==> src/rtl/sbuf_pkg.sv <==
package sbuf_pkg;

    typedef enum logic [1:0] {
        SB_EMPTY     = 2'd0,
        SB_AWAIT_TAG = 2'd1,
        SB_PENDING   = 2'd2
    } sb_state_e;

    typedef enum logic [2:0] {
        SB_ACT_IDLE  = 3'd0,
        SB_ACT_HOLD  = 3'd1,
        SB_ACT_DRAIN = 3'd2,
        SB_ACT_MERGE = 3'd3,
        SB_ACT_DROP  = 3'd4
    } sb_act_e;

endpackage

==> src/rtl/sbuf_entry_fsm.sv <==
module sbuf_entry_fsm
    import sbuf_pkg::*;
#(
    parameter int AW     = 32,
    parameter int DATA_W = 64,
    parameter int BE_W   = DATA_W / 8
) (
    input  logic              clk,
    input  logic              rst_n,
    input  logic              st_valid,
    input  logic [AW-1:0]     st_addr,
    input  logic [DATA_W-1:0] st_data,
    input  logic [BE_W-1:0]   st_be,
    input  logic              tag_hit,
    input  logic              ld_valid,
    input  logic [AW-1:0]     ld_addr,
    output sb_state_e         state_o,
    output sb_act_e           act_o,
    output logic [AW-1:0]     ent_addr,
    output logic [DATA_W-1:0] ent_data,
    output logic [BE_W-1:0]   ent_be
);

    sb_state_e state_q;
    sb_state_e state_d;
    sb_act_e   act_c;
    sb_act_e   retire_c;
    logic      ld_same;

    // State register
    always_ff @(posedge clk) begin
        if (!rst_n) begin
            state_q <= SB_EMPTY;
        end else begin
            state_q <= state_d;
        end
    end

    // Entry storage: a new store always takes the entry
    always_ff @(posedge clk) begin
        if (!rst_n) begin
            ent_addr <= '0;
            ent_data <= '0;
            ent_be   <= '0;
        end else if (st_valid) begin
            ent_addr <= st_addr;
            ent_data <= st_data;
            ent_be   <= st_be;
        end
    end

    // Retirement choice for a confirmed entry
    always_comb begin
        ld_same = ld_valid && (ld_addr == ent_addr);
        if (!ld_valid) begin
            retire_c = SB_ACT_DRAIN;
        end else if (ld_same) begin
            retire_c = SB_ACT_MERGE;
        end else begin
            retire_c = SB_ACT_HOLD;
        end
    end

    // Action and next state
    always_comb begin
        act_c   = SB_ACT_IDLE;
        state_d = state_q;
        unique case (state_q)
            SB_EMPTY: begin
                act_c   = SB_ACT_IDLE;
                state_d = SB_EMPTY;
            end
            SB_AWAIT_TAG: begin
                if (!tag_hit) begin
                    act_c   = SB_ACT_DROP;
                    state_d = SB_EMPTY;
                end else begin
                    act_c   = retire_c;
                    state_d = (retire_c == SB_ACT_HOLD) ? SB_PENDING : SB_EMPTY;
                end
            end
            SB_PENDING: begin
                act_c   = retire_c;
                state_d = (retire_c == SB_ACT_HOLD) ? SB_PENDING : SB_EMPTY;
            end
            default: begin
                act_c   = SB_ACT_IDLE;
                state_d = SB_EMPTY;
            end
        endcase
        if (st_valid) begin
            state_d = SB_AWAIT_TAG;
        end
    end

    assign state_o = state_q;
    assign act_o   = act_c;

    // A held store never survives a cycle in which nothing else uses the port
    assert_no_idle_hold_R3: assert property (@(posedge clk) disable iff (!rst_n)
        (state_q == SB_PENDING && !ld_valid) |=> (state_q != SB_PENDING || $past(st_valid)));

endmodule

==> src/rtl/sbuf_port_mux.sv <==
module sbuf_port_mux
    import sbuf_pkg::*;
#(
    parameter int AW     = 32,
    parameter int DATA_W = 64,
    parameter int BE_W   = DATA_W / 8
) (
    input  sb_act_e           act,
    input  logic              ld_valid,
    input  logic [AW-1:0]     ld_addr,
    input  logic [AW-1:0]     ent_addr,
    input  logic [DATA_W-1:0] ent_data,
    input  logic [BE_W-1:0]   ent_be,
    output logic              arr_en,
    output logic              arr_we,
    output logic [AW-1:0]     arr_addr,
    output logic [DATA_W-1:0] arr_wdata,
    output logic [BE_W-1:0]   arr_wbe
);

    logic wr_c;

    always_comb begin
        wr_c      = (act == SB_ACT_DRAIN) || (act == SB_ACT_MERGE);
        arr_en    = ld_valid || wr_c;
        arr_we    = wr_c;
        arr_addr  = ld_valid ? ld_addr : ent_addr;
        arr_wdata = ent_data;
        arr_wbe   = wr_c ? ent_be : '0;
    end

endmodule

==> src/rtl/sbuf_load_merge.sv <==
module sbuf_load_merge #(
    parameter int DATA_W = 64,
    parameter int BE_W   = DATA_W / 8
) (
    input  logic              clk,
    input  logic              rst_n,
    input  logic              ld_valid,
    input  logic              merge,
    input  logic [DATA_W-1:0] ent_data,
    input  logic [BE_W-1:0]   ent_be,
    input  logic [DATA_W-1:0] arr_rdata,
    output logic              ld_rvalid,
    output logic [DATA_W-1:0] ld_rdata
);

    localparam int LANE_W = DATA_W / BE_W;

    logic              rv_q;
    logic [DATA_W-1:0] fdata_q;
    logic [BE_W-1:0]   fbe_q;

    always_ff @(posedge clk) begin
        if (!rst_n) begin
            rv_q    <= 1'b0;
            fdata_q <= '0;
            fbe_q   <= '0;
        end else begin
            rv_q    <= ld_valid;
            fdata_q <= ent_data;
            fbe_q   <= merge ? ent_be : '0;
        end
    end

    for (genvar k = 0; k < BE_W; k++) begin : g_lane
        assign ld_rdata[k*LANE_W +: LANE_W] = fbe_q[k] ? fdata_q[k*LANE_W +: LANE_W]
                                                       : arr_rdata[k*LANE_W +: LANE_W];
    end

    assign ld_rvalid = rv_q;

endmodule

==> src/rtl/store_hold_buf.sv <==
module store_hold_buf
    import sbuf_pkg::*;
#(
    parameter int AW     = 32,
    parameter int DATA_W = 64
) (
    input  logic                  clk,
    input  logic                  rst_n,
    input  logic                  st_valid,
    input  logic [AW-1:0]         st_addr,
    input  logic [DATA_W-1:0]     st_data,
    input  logic [DATA_W/8-1:0]   st_be,
    input  logic                  tag_hit,
    input  logic                  ld_valid,
    input  logic [AW-1:0]         ld_addr,
    output logic                  arr_en,
    output logic                  arr_we,
    output logic [AW-1:0]         arr_addr,
    output logic [DATA_W-1:0]     arr_wdata,
    output logic [DATA_W/8-1:0]   arr_wbe,
    input  logic [DATA_W-1:0]     arr_rdata,
    output logic                  ld_rvalid,
    output logic [DATA_W-1:0]     ld_rdata
);

    localparam int BE_W = DATA_W / 8;

    sb_state_e         state;
    sb_act_e           act;
    logic [AW-1:0]     ent_addr;
    logic [DATA_W-1:0] ent_data;
    logic [BE_W-1:0]   ent_be;
    logic              merge;

    sbuf_entry_fsm #(.AW(AW), .DATA_W(DATA_W), .BE_W(BE_W)) fsm_i (
        .clk      (clk),
        .rst_n    (rst_n),
        .st_valid (st_valid),
        .st_addr  (st_addr),
        .st_data  (st_data),
        .st_be    (st_be),
        .tag_hit  (tag_hit),
        .ld_valid (ld_valid),
        .ld_addr  (ld_addr),
        .state_o  (state),
        .act_o    (act),
        .ent_addr (ent_addr),
        .ent_data (ent_data),
        .ent_be   (ent_be)
    );

    sbuf_port_mux #(.AW(AW), .DATA_W(DATA_W), .BE_W(BE_W)) mux_i (
        .act       (act),
        .ld_valid  (ld_valid),
        .ld_addr   (ld_addr),
        .ent_addr  (ent_addr),
        .ent_data  (ent_data),
        .ent_be    (ent_be),
        .arr_en    (arr_en),
        .arr_we    (arr_we),
        .arr_addr  (arr_addr),
        .arr_wdata (arr_wdata),
        .arr_wbe   (arr_wbe)
    );

    assign merge = (act == SB_ACT_MERGE);

    sbuf_load_merge #(.DATA_W(DATA_W), .BE_W(BE_W)) merge_i (
        .clk       (clk),
        .rst_n     (rst_n),
        .ld_valid  (ld_valid),
        .merge     (merge),
        .ent_data  (ent_data),
        .ent_be    (ent_be),
        .arr_rdata (arr_rdata),
        .ld_rvalid (ld_rvalid),
        .ld_rdata  (ld_rdata)
    );

    assert_single_op_R2: assert property (@(posedge clk) disable iff (!rst_n)
        !(st_valid && ld_valid));

    assert_idle_retire_R3: assert property (@(posedge clk) disable iff (!rst_n)
        (state == SB_PENDING && !ld_valid) |-> (arr_we && arr_addr == ent_addr));

    assert_port_busy_R3: assert property (@(posedge clk) disable iff (!rst_n)
        (ld_valid && ld_addr != ent_addr) |-> !arr_we);

    assert_miss_no_write_R4: assert property (@(posedge clk) disable iff (!rst_n)
        (state == SB_AWAIT_TAG && !tag_hit) |-> !arr_we);

    assert_no_overflow_R5: assert property (@(posedge clk) disable iff (!rst_n)
        (st_valid && (state == SB_PENDING || (state == SB_AWAIT_TAG && tag_hit)))
            |-> (arr_we && arr_addr == ent_addr));

    assert_combined_write_R6: assert property (@(posedge clk) disable iff (!rst_n)
        (ld_valid && ld_addr == ent_addr &&
         (state == SB_PENDING || (state == SB_AWAIT_TAG && tag_hit)))
            |-> (arr_we && arr_addr == ld_addr && arr_wbe == ent_be));

    assert_rvalid_follows_R7: assert property (@(posedge clk) disable iff (!rst_n)
        ld_valid |=> ld_rvalid);

    assert_rvalid_only_R7: assert property (@(posedge clk) disable iff (!rst_n)
        !ld_valid |=> !ld_rvalid);

endmodule

==> config.mk <==
export PLATFORM = sky130hd
export DESIGN_NAME = store_hold_buf
export DESIGN_NICKNAME = d
export VERILOG_FILES = /design/src/rtl/sbuf_pkg.sv /design/src/rtl/sbuf_entry_fsm.sv /design/src/rtl/sbuf_port_mux.sv /design/src/rtl/sbuf_load_merge.sv /design/src/rtl/store_hold_buf.sv
export SDC_FILE = /design/constraint.sdc
export NUM_CORES = 1
export LEC_CHECK = 0
export CORE_AREA = 2 2 147 149
export DETAILED_ROUTE_END_ITERATION = 8
export DIE_AREA = 0 0 149 151
export PLACE_DENSITY = 0.77
export SYNTH_ARGS = -nofsm -noshare
export SYNTH_HDL_FRONTEND = slang
export SYNTH_HIERARCHICAL = 1
export SYNTH_SLANG_ARGS = --single-unit
==> constraint.sdc <==
create_clock -name clk -period 2.8 [get_ports clk]
set_clock_uncertainty 0.2 [all_clocks]
set_input_delay 0.56 -clock clk [delete_from_list [all_inputs] [get_ports clk]]
set_output_delay 0.56 -clock clk [all_outputs]
set_load 0.05 [all_outputs]
==> results.json <==
{
  "layout_min_cycle_time_ps": 3208,
  "final-instance-count-excl-fill": 1341,
  "maxClockFrequency_ghz": 0.3117,
  "rrSetupSlack_ps": 660,
  "route.final.wire_length_mm": 23.73,
  "detailroute.via_count": 6118,
  "static_leakage_nw": 5.655,
  "netlist_instances": 728,
  "most_frequently_used_cell_type_in_the_post_synthesis_netlist": "sky130_fd_sc_hd__dfxtp_1",
  "timing.final.crit_share": 1.146,
  "seq_area_frac_synth": 0.4371,
  "synth_cell_types": 26,
  "clkTransAtPathRegs_ps": 70,
  "route.antenna.remaining_nets": 0,
  "post-place-ws_ps": -792.2,
  "pwr_density_cell_nw_per_um2": 508.0,
  "worst_slew_pin_slew_ps": 559.4,
  "htree_levels": 4,
  "finish.net_count": 1260,
  "worst_ep_arrival_time_ps": 2450,
  "max-vdd-ir-drop_mv": 0.3777,
  "start_kind": "flop",
  "wl_per_cell_um": 17.70,
  "critical_path.reg2reg.startpoint": "fsm_i/ent_addr[16]",
  "synth_nets": 935,
  "die_height_um": 151,
  "worst_slack_ps": -408.3,
  "synthTopCellsByCount": "179 x sky130_fd_sc_hd__dfxtp_1, 105 x sky130_fd_sc_hd__nor2b_1, 104 x sky130_fd_sc_hd__mux2i_1",
  "multi_input_comb_area_um2": 3965,
  "required_ps": 2040,
  "timing.slew.headroom": 0.6259,
  "mappedNetlistArea_um2": 8199,
  "final_layout_size_suffix_gt1_frac": 0.2927,
  "chain_of_cells_forming_the_critical_path": "xnor2_1 -> nand4_1 -> nor4_2 -> buf_4 -> nand2_4 -> a21boi_2 -> nor2b_4 -> buf_8 -> and2_4 -> buf_12",
  "yosys_warnings": 6,
  "port-buffer-count": 375,
  "cts_tree": "done",
  "finalInstanceArea_um2": 13410,
  "cp_slowest_cell": "sky130_fd_sc_hd__dfxtp_2",
  "synth_flop_cell": "sky130_fd_sc_hd__dfxtp_1",
  "synth-async-reset-ratio": 0,
  "gp_congestion": 0.7908,
  "die_x_um": 149,
  "numClockSinks": 179,
  "final_hold_viol_count": 0,
  "critPathCapture": "arr_wbe[4]",
  "detail_route.iter0.violations": 110,
  "grt_pass1_vias": 6292,
  "initial_utilization": 0.3938,
  "crit_path_max_fanout": 5,
  "postSynthRegisterBits": 179,
  "r2r_cells": 9,
  "detailed_place.area_um2": 12720,
  "timing.final.setup_violations": 10,
  "top_level_ports": 376,
  "hold_path_depth": 1,
  "dieArea_um2": 22500,
  "filler_cell_count": 1648,
  "antenna-diode-count": 0,
  "max-clock-path-buffers": 2,
  "grt_start_max_net_pins": 57,
  "drt_drc_violations_left": 0,
  "cts_root_buf": "sky130_fd_sc_hd__clkbuf_16",
  "timing_max_transition_violations_final": 0,
  "status": "finished, violations left",
  "overflow": 0,
  "criticalPathCategory": "reg2out",
  "cp.depth": 10,
  "grt_setup_unrepaired": "yes",
  "drt_pre_antenna_iters": 4,
  "postLayoutCoreUtil": 0.6440,
  "row_count": 53,
  "worst-path-buf-inv": 3,
  "grt_first_pass_wirelength_mm": 35.39,
  "detailedPlacementHpwl_mm": 18.25,
  "worstSetupStartpoint": "fsm_i/ent_addr[16]",
  "r2r_end": "merge_i/fbe_q[6]",
  "ys_top_cells_by_area": "sky130_fd_sc_hd__dfxtp_1 44%, sky130_fd_sc_hd__mux2i_1 13%, sky130_fd_sc_hd__mux2_2 9.2%",
  "endpoint_kind_of_the_worst_setup_timing_path": "primary output",
  "ff_latch_area_um2": 3592,
  "design.core.area_um2": 20820,
  "number_of_enable_type_register_cells_in_the_synthesized_netlist": 0,
  "viasPerCell": 4.562,
  "crit_family": "simple AND/OR/NAND/NOR gates",
  "max_cap_check_violation_count": 0,
  "tritoncts.num_buffers": 17,
  "synthDominantCellAreaShare": 0.4371,
  "cpPeakStageDelay_ps": 330,
  "dp_cells": 1308,
  "insertion_delay_ps": 420,
  "synth_top_area_cell": "sky130_fd_sc_hd__dfxtp_1",
  "failed_checks": "setup timing",
  "globalRouteTotalUtil": 0.2055,
  "holdBufCountCts": 0,
  "min_path_type": "reg2reg",
  "syn_area_per_cell_um2": 11.26,
  "number_of_antenna_violations_at_the_first_check_in_global_routing": 0,
  "syn_to_final_growth_pct": 63.56
}
## layout make-up
class | instances | area share
timing repair buffer | 413 | 0.3674
tap | 275 | 0.02566
sequential | 179 | 0.2679
multi-input combinational | 440 | 0.2957
clock inverter | 14 | 0.01082
inverter | 2 | 0.0005598
clock buffer | 18 | 0.03200
## placed cells by master, fill, tap and decap left out, drive strengths merged, types with 2 or more instances in the layout
cell type / instances
clkinv: 6
buf: 148
nor4: 2
dfxtp: 179
clkdlybuf4s15: 13
xnor2: 32
dlygate4sd2: 14
inv: 7
and2: 75
mux2i: 104
ha: 2
nand4: 8
clkbuf: 22
clkdlybuf4s50: 234
clkinvlp: 3
mux2: 96
nor2b: 105
and3: 8
## stage by stage
| stage | hold slack [ps] | total power [W] | setup TNS, ps |
|---|---|---|---|
| after floorplan | 257.2 | 0.003792 | -155.1 |
| after global placement | 264.2 | 0.004559 | -8640 |
| after detailed placement | 269.0 | 0.004579 | -8021 |
| after CTS | 289.7 | 0.006897 | -4036 |
| after global routing | 308.9 | 0.007095 | -6139 |
| final | 286.1 | 0.006813 | -3906 |
## flip-flops by register name (all words and copies together) (netlist names)
signal and count:
fsm_i/ent_addr 32, fsm_i/ent_be 8, fsm_i/ent_data 64, fsm_i/state_o 2, merge_i/fbe_q 8, merge_i/fdata_q 64
merge_i/ld_rvalid 1
## worst min-delay path by stage
stage,startpoint,end,slack [ps]
after CTS,fsm_i/ent_data[18],merge_i/fdata_q[18],290
final,fsm_i/ent_data[16],merge_i/fdata_q[16],290
after global routing,fsm_i/ent_data[24],merge_i/fdata_q[24],310
after global placement,fsm_i/ent_data[21],merge_i/fdata_q[21],260
after detailed placement,fsm_i/ent_data[24],merge_i/fdata_q[24],270
after floorplan,fsm_i/ent_data[54],merge_i/fdata_q[54],260
## cell families after synthesis
kind of cell               after synthesis  share of synthesized area
and+or+nand+nor                        204                     0.1560
muxes                                  200                     0.2721
DFF                                    179                     0.4371
buffers and inverters                  109                    0.09614
xor gates and xnor gates                32                    0.03418
AOI/OAI and AO/OA                        2                   0.001526
adders and majority gates                2                   0.003052
## power by group
group | leakage [nW] | internal, W | total (W) | switching [W]
combinational | 3.91 | 0.000892 | 0.00176 | 0.000870
sequential | 1.47 | 0.00267 | 0.00275 | 0.0000822
clock | 0.271 | 0.00118 | 0.00230 | 0.00111
total | 5.65 | 0.00475 | 0.00681 | 0.00206
## metal layers
metal | vias up | wire (µm) | global-route usage
met4 | 0 | 269 | 0.04905
met5 | - | 0 | 0
li1 | 2988 | - | -
met3 | 18 | 2128 | 0.07711
met1 | 2879 | 8801 | 0.2209
met2 | 233 | 12530 | 0.3813
## what timing repair did
| item | 4_1_cts | 5_1_grt |
|---|---|---|
| buffers inserted | 2 | 0 |
| endpoints found under the setup margin | 10 | 10 |
| gates resized for setup | 74 | 21 |
| pin swaps | 28 | 11 |
| gates cloned | 1 | 0 |
(Power assumes the default switching activity.)
